**src/rtl/strisol_pkg.sv**
```systemverilog
package strisol_pkg;

    localparam int STR_VEC_W  = 128;
    localparam int STR_BYTE_W = 8;
    localparam int STR_MOD_W  = 4;

    typedef enum logic [1:0] {
        ESZ_8   = 2'd0,
        ESZ_16  = 2'd1,
        ESZ_32  = 2'd2,
        ESZ_BAD = 2'd3
    } esize_e;

    localparam logic [1:0] CC_TERM_FOUND = 2'd0;
    localparam logic [1:0] CC_NO_TERM    = 2'd3;

    typedef struct packed {
        logic [STR_VEC_W-1:0] data;
        logic                 found;
    } iso_out_t;

    function automatic logic op_legal(input logic [1:0] esz,
                                      input logic [STR_MOD_W-1:0] mod);
        return (esize_e'(esz) != ESZ_BAD) && (mod[STR_MOD_W-1:1] == '0);
    endfunction

endpackage

```
**src/rtl/strisol_elem_zero.sv**
```systemverilog
module strisol_elem_zero
    import strisol_pkg::*;
#(
    parameter int VEC_W  = STR_VEC_W,
    parameter int BYTE_W = STR_BYTE_W,
    localparam int NBYTE = VEC_W / BYTE_W
) (
    input  logic [VEC_W-1:0] data_i,
    input  logic [1:0]       esize_i,
    output logic [NBYTE-1:0] hit_o
);

    logic [NBYTE-1:0] z8;
    logic [NBYTE-1:0] z16;
    logic [NBYTE-1:0] z32;

    // Each byte lane carries the zero flag of the element that contains it.
    for (genvar i = 0; i < NBYTE; i++) begin : g_lane
        localparam int HB = (i / 2) * 2;
        localparam int WB = (i / 4) * 4;
        assign z8[i]  = ~|data_i[i*BYTE_W +: BYTE_W];
        assign z16[i] = z8[HB] & z8[HB+1];
        assign z32[i] = &z8[WB +: 4];
    end

    always_comb begin
        case (esize_e'(esize_i))
            ESZ_8:   hit_o = z8;
            ESZ_16:  hit_o = z16;
            ESZ_32:  hit_o = z32;
            default: hit_o = '0;
        endcase
    end

endmodule

```
**src/rtl/strisol_prefix_mask.sv**
```systemverilog
module strisol_prefix_mask
    import strisol_pkg::*;
#(
    parameter int VEC_W  = STR_VEC_W,
    parameter int BYTE_W = STR_BYTE_W,
    localparam int NBYTE = VEC_W / BYTE_W
) (
    input  logic [VEC_W-1:0] data_i,
    input  logic [NBYTE-1:0] hit_i,
    output iso_out_t         iso_o
);

    // clr[i] is set once any lane at or above i (toward element 0) hit.
    logic [NBYTE-1:0] clr;

    assign clr[NBYTE-1] = hit_i[NBYTE-1];
    for (genvar i = NBYTE - 2; i >= 0; i--) begin : g_scan
        assign clr[i] = clr[i+1] | hit_i[i];
    end

    for (genvar i = 0; i < NBYTE; i++) begin : g_out
        assign iso_o.data[i*BYTE_W +: BYTE_W] =
            clr[i] ? '0 : data_i[i*BYTE_W +: BYTE_W];
    end

    assign iso_o.found = clr[0];

endmodule

```
**src/rtl/strisol_unit.sv**
```systemverilog
module strisol_unit
    import strisol_pkg::*;
#(
    parameter int VEC_W  = STR_VEC_W,
    parameter int BYTE_W = STR_BYTE_W,
    parameter int MOD_W  = STR_MOD_W,
    localparam int NBYTE = VEC_W / BYTE_W
) (
    input  logic             clk,
    input  logic             rst,
    input  logic             start_i,
    input  logic [VEC_W-1:0] src_i,
    input  logic [1:0]       esize_i,
    input  logic [MOD_W-1:0] mod_i,
    output logic [VEC_W-1:0] result_o,
    output logic             result_valid_o,
    output logic [1:0]       cc_o,
    output logic             cc_we_o,
    output logic             spec_exc_o
);

    logic [NBYTE-1:0] hit;
    iso_out_t         iso;
    logic             legal;
    logic             go;

    strisol_elem_zero #(.VEC_W(VEC_W), .BYTE_W(BYTE_W)) i_zero (
        .data_i  (src_i),
        .esize_i (esize_i),
        .hit_o   (hit)
    );

    strisol_prefix_mask #(.VEC_W(VEC_W), .BYTE_W(BYTE_W)) i_mask (
        .data_i (src_i),
        .hit_i  (hit),
        .iso_o  (iso)
    );

    assign legal = op_legal(esize_i, mod_i);
    assign go    = start_i & legal;

    always_ff @(posedge clk) begin
        if (rst) begin
            result_o       <= '0;
            result_valid_o <= 1'b0;
            cc_o           <= 2'd0;
            cc_we_o        <= 1'b0;
            spec_exc_o     <= 1'b0;
        end else begin
            result_valid_o <= go;
            cc_we_o        <= go & mod_i[0];
            spec_exc_o     <= start_i & ~legal;
            if (go) begin
                result_o <= iso.data;
            end
            if (go && mod_i[0]) begin
                cc_o <= iso.found ? CC_TERM_FOUND : CC_NO_TERM;
            end
        end
    end

    AST_EXC_SUPPRESSES: assert property (@(posedge clk) disable iff (rst)
        spec_exc_o |-> (!result_valid_o && !cc_we_o));
    AST_BAD_SIZE_TRAPS: assert property (@(posedge clk) disable iff (rst)
        (start_i && esize_i == 2'd3) |=> spec_exc_o);
    AST_BAD_MOD_TRAPS: assert property (@(posedge clk) disable iff (rst)
        (start_i && mod_i[MOD_W-1:1] != '0) |=> spec_exc_o);
    AST_NONE_PASSES_SRC: assert property (@(posedge clk) disable iff (rst)
        (cc_we_o && cc_o == CC_NO_TERM) |-> result_o == $past(src_i));
    AST_CCWE_NEEDS_MOD: assert property (@(posedge clk) disable iff (rst)
        cc_we_o |-> $past(mod_i[0]));
    AST_CC_HOLDS: assert property (@(posedge clk) disable iff (rst)
        !cc_we_o |-> $stable(cc_o));
    AST_ONE_CYCLE_LATE: assert property (@(posedge clk) disable iff (rst)
        (result_valid_o || spec_exc_o) |-> $past(start_i));

endmodule

```
**config.mk**
```make
export PLATFORM = sky130hd
export DESIGN_NAME = strisol_unit
export DESIGN_NICKNAME = d
export VERILOG_FILES = /design/src/rtl/strisol_pkg.sv /design/src/rtl/strisol_elem_zero.sv /design/src/rtl/strisol_prefix_mask.sv /design/src/rtl/strisol_unit.sv
export SDC_FILE = /design/constraint.sdc
export NUM_CORES = 1
export LEC_CHECK = 0
export ABC_AREA = 0
export BUFFER_PORTS_ARGS = -buffer_cell sky130_fd_sc_hd__buf_2
export CORE_UTILIZATION = 44
export DETAILED_ROUTE_END_ITERATION = 12
export HOLD_SLACK_MARGIN = 0.08
export PLACE_DENSITY = 0.87
export REMOVE_ABC_BUFFERS = 1
export SYNTH_ARGS = -nofsm -noshare
export SYNTH_HDL_FRONTEND = slang
export SYNTH_SLANG_ARGS = --single-unit
export TNS_END_PERCENT = 5
```
**constraint.sdc**
```tcl
create_clock -name clk -period 3.2 [get_ports clk]
set_input_delay 0.32 -clock clk [delete_from_list [all_inputs] [get_ports clk]]
set_output_delay 0.32 -clock clk [all_outputs]
set_load 0.01 [all_outputs]
```
==> Word level (Yosys, flattened, before mapping) <==
Index checks and enable logic that the tools add are counted.
{ "totals": {"reg_bits": 133, "wordCells": 93} }
{ "op_classes": {"mux": 18, "n_bitwise": 27, "n_eq_ne": 3, "n_reduce_logical": 40} }
{ "op_table": {"columns": ["op", "n"], "rows": [
  ["2-to-1 mux 8 bit", 16],
  ["OR reduction 8 bit", 16],
  ["one-hot mux 16 bit (3 select lines)", 1],
  ["logical NOT 1 bit", 16],
  ["AND reduction 4 bit", 4],
  ["bitwise OR 1 bit", 15],
  ["bitwise AND 1 bit", 11],
  ["logical NOT 3 bit", 1],
  ["equality test 2 x 1 -> 1 bit (second input constant)", 1],
  ["equality test 2 bit (second input constant)", 1],
  ["logical AND 1 bit", 2],
  ["logical NOT 2 bit", 1],
  ["2-to-1 mux 2 bit", 1],
  ["!= test 2 bit (second input constant)", 1],
  ["inverter 1 bit", 1]
]} }

==> Longest topological paths before layout <==
{ "depth": {"depth_word": 20, "ltp_mapped": 11, "mapped_depth_nobuf": 7} }

==> Modules after synthesis <==
A second synthesis with hierarchy kept.
{ "unflattened": {"cells_unflattened": 859, "hier_area_um2": 7427.1} }
{ "by_module_without_submodules": {"columns": ["mod", "cells_each", "area_each_um2", "instances"], "rows": [
  ["strisol_unit", 598, 5587.9, 1],
  ["strisol_prefix_mask", 158, 1074.8, 1],
  ["strisol_elem_zero", 103, 764.5, 1]
]} }

==> Least setup slack after synthesis <==
Ideal clock, no wire load.
{ "synth_timing": {"path_kind": "input to register", "start": "in src_i[104]", "end": "reg result_o[40]", "setup_time_ns": 0.117, "required_time_ns": 3.083, "path_stages": 10, "path_buffers": 3, "path_slack_ns": 1.003, "arrival_ns": 2.080, "cell_sequence": "nor4_1 nand4_1 o32ai_1 nor3_1 buf_2 and2_1 buf_2 and2_1 buf_2 a22o_1"} }
{ "synth_between": {"elab_chain_cells": 15} }
{ "synth_rtl": {"columns": ["element", "line", "rtl"], "rows": [
  ["start: declaration", "strisol_unit.sv:12", "input logic [VEC_W-1:0] src_i,"],
  ["OR reduction 8 bit (*)", "strisol_elem_zero.sv:21", "assign z8[i] = ~|data_i[i*BYTE_W +: BYTE_W];"],
  ["logical NOT 1 bit (*)", "strisol_elem_zero.sv:21", null],
  ["AND reduction 4 bit", "strisol_elem_zero.sv:23", "assign z32[i] = &z8[WB +: 4];"],
  ["one-hot mux 16 bit (3 select lines) (*)", "strisol_elem_zero.sv:27", "case (esize_e'(esize_i))"],
  ["bitwise OR 1 bit (2 in series)", "strisol_prefix_mask.sv:18", "assign clr[i] = clr[i+1] | hit_i[i];"],
  ["bitwise OR 1 bit (*) (8 in series)", "strisol_prefix_mask.sv:18", null],
  ["2-to-1 mux 8 bit (*)", "strisol_prefix_mask.sv:23", "clr[i] ? '0 : data_i[i*BYTE_W +: BYTE_W];"],
  ["end signal: assignment", "strisol_unit.sv:54", "result_o <= iso.data;"],
  ["end: declaration", "strisol_unit.sv:15", "output logic [VEC_W-1:0] result_o,"]
]} }
Mark *: on every way between the ends. The rest lies on a longest branch, timed or not.
A chain may end at the register's enable or synchronous reset.

==> Worst setup path in the final report <==
{ "layout_timing": {"start": "in src_i[105]", "end": "reg result_o[46]"} }
Same word-level chain as after synthesis.

==> results.toml <==
[floorplan]
start_util = 0.461
rows = 37
die_h_um = 107
pin_count = 270
die_w_um = 107
dieArea_um2 = 11400
core_area_um2 = 10500

[clocking]
cts_tree = "built"
cts_sinks = 132
clock_path_buffers = 2
clk-insertion-delay-late_ps = 490
cts_buffers = 17
root_buffer = "clkbuf_8"
h-tree-depth = 4
path_clk_slew_ps = 60

[hold_path]
hold-path-cell-count = 3
hold_class = "in2reg"

[timing]
clock-skew-final_ps = 0
max_freq_mhz = 348
finalCritPeriodShare = 0.897
slew_headroom = 0.522
maxSlewViolCount = 0
setup_ws_ps = 328
setup_violations = 0
fin_crit_ps = 2870
rsz0062_at_grt = "false"
hold_viol_final = 0
worstMarginPinSlew_ps = 711

[route]
viasPerCell = 5.63
vias = 5734
drcViolationCount = 0
dr.pass1.iters = 6
wl_per_cell_um = 18.5
routed_wl_um = 18900
drt_iter0_markers = 373
ant_nets = 0

[critical_path]
r2r_cells = 2
path_buf_inv = 2
critPathRequiredTime_ps = 3590
critical_path.most_common_cell = "and2_1"
critPathMaxStageDelay_ps = 540
crit_family = "simple AND/OR/NAND/NOR gates"
crit_type = "in2reg"
crit_arrival_ps = 3260
r2r_start = "result_o[115]"
cp_cell_sequence = "dlygate4sd3_1 -> buf_2 -> nor4_1 -> nand4_1 -> o32ai_1 -> nor3_4 -> and2_1 -> and2_1 -> a22o_1"
path_max_fanout = 20
critPathLaunchType = "input pin"
critPathCapture = "result_o[46]"
startpoint = "src_i[105]"
worstSetupEndpointType = "flop"
reg2reg_to = "result_o[115]"
cp_slowest_cell = "dlygate4sd3_1"
r2r_slack_ps = 2490
crit_cells = 9

[yosys]
synthMostInstantiatedCell = "dfxtp_1"
yosys_warnings = 0
synthArstFlopShare = 0
synth_area_um2 = 4820
synth_top_area_cell = "dfxtp_1"
synth_ff_type = "dfxtp_1"
synth_area_leaders = "dfxtp_1 55%, a22o_1 13%, nor4_1 4.2%"
synth_top_cells_by_count = "132 x dfxtp_1, 72 x a22o_1, 51 x nand2_1"
synth-edff-count = 0
synth-seq-area-share = 0.548
yosysUniqueCellTypes = 34
avgSynthCellArea_um2 = 9.74
synthCells = 495
synth_top_area_share = 0.548
ys_seq_elements = 132

[global_route]
antenna_found_initial = 2
grt_max_degree = 57
grt_pass1_vias = 5813
grt_usage = 0.327
grt_pass1_wl_um = 28800
gr-total-overflow = 0

[cells_and_area]
area_growth_pct = 67.3
finalInstanceArea_um2 = 8070
drive_gt1_frac = 0.361
nets = 1003

[place]
pre_cts_ws_ps = 115
place.gp.congestion = 0.821
port_buffers = 269
dp.final_hpwl_um = 11400
place_area_um2 = 6230

[pwr]
p_sw_uw = 920
sw_frac_of_total = 0.218
comb_power_share = 0.093
seqPwrFrac = 0.402
powerDensity_nw_per_um2 = 522
leakage_uw = 0.00370
intPower_uw = 3290
clkPwrFrac = 0.505
ir_worst_vdd_mv = 0.386
fin_total_pwr_uw = 4210

[flow_run]
drv_cap = 0

[status]
status = "finished clean"
-- cells by family after synthesis --
logic type,share of synthesized area
buffers and inverters,0.0335
AO/OA/AOI/OAI,0.235
AND/OR/NAND/NOR,0.183
flip-flops,0.548
-- per-layer routing --
metal,routed length (um),global-route usage
met5,0,0
met4,847,0.194
met3,1420,0.0809
met2,9840,0.595
met1,6760,0.338
-- sequential cells by signal, indices dropped and copies added, names as in the netlist --
register and flops:
result_valid_o 1, spec_exc_o 1, result_o 128, cc_o 1, cc_we_o 1
-- power groups by stage --
stage | combinational [uW] | clock [uW] | sequential, uW
3_3_place_gp | 254 | 0 | 1720
5_1_grt | 419 | 2220 | 1690
6_report | 392 | 2130 | 1690
4_1_cts | 375 | 2140 | 1690
2_1_floorplan | 68.3 | 0 | 1740
3_5_place_dp | 262 | 0 | 1730
-- cell type report --
class | instances | area (um2)
diodes | 3 | 7.51
clock buffers | 20 | 455
clock inverters | 12 | 200
fillers | 645 | 2390
inverters | 2 | 7.51
multi-input cells | 323 | 2040
flip-flops and latches | 132 | 2640
well taps | 136 | 170
repair buffers | 390 | 2550
-- worst min-delay path, cell delays in order --
cell	delay (ps)
buf_2	110
nand3_1	70
a21oi_1	60
-- how the worst min path moves through the flow --
stage,start,endpoint
finish,src_i[90],result_o[90]
global route,src_i[96],result_o[96]
CTS,src_i[51],result_o[51]
detailed placement,result_o[99],result_o[99]
global placement,result_o[103],result_o[103]
floorplan,rst,result_o[100]
-- metrics by stage --
step                       util  TNS, ps  hold WS [ps]  std cells
final                     0.771        0           111       1018
after global routing      0.771        0          93.4       1017
after CTS                 0.770        0          80.1       1015
after detailed placement  0.595        0           444        866
after global placement    0.595        0           438        866
after floorplan               -   -26040           389        457
-- cells in the final DEF, fill, tap and decap left out, types with 3 or more instances in the layout --
| master | synthesis | routed |
|---|---|---|
| clkbuf_8 | 0 | 4 |
| a22o_1 | 72 | 72 |
| buf_2 | 6 | 269 |
| nor4_1 | 32 | 32 |
| nand2_1 | 51 | 51 |
| o21ai_0 | 3 | 3 |
| bufinv_16 | 0 | 5 |
| clkinvlp_4 | 0 | 3 |
| diode_2 | 0 | 3 |
| nand4_1 | 7 | 7 |
| nand3_1 | 17 | 17 |
| a21oi_1 | 33 | 33 |
| nor2_1 | 42 | 41 |
| nor3_1 | 8 | 7 |
| and3_1 | 4 | 4 |
| dfxtp_1 | 132 | 132 |
| a22oi_1 | 24 | 24 |
| buf_4 | 1 | 4 |
| dlygate4sd3_1 | 0 | 117 |
| and2_1 | 4 | 4 |
| a32oi_1 | 8 | 8 |
| clkbuf_16 | 0 | 16 |
-- repair_timing --
item | CTS | global route
endpoints found under the hold margin | 118 | 0
setup endpoints to repair | 0 | 34
hold buffers | 117 | 0
setup buffers | 0 | 0
gates resized for setup | 0 | 1
Power figures use the tool's default switching activity.
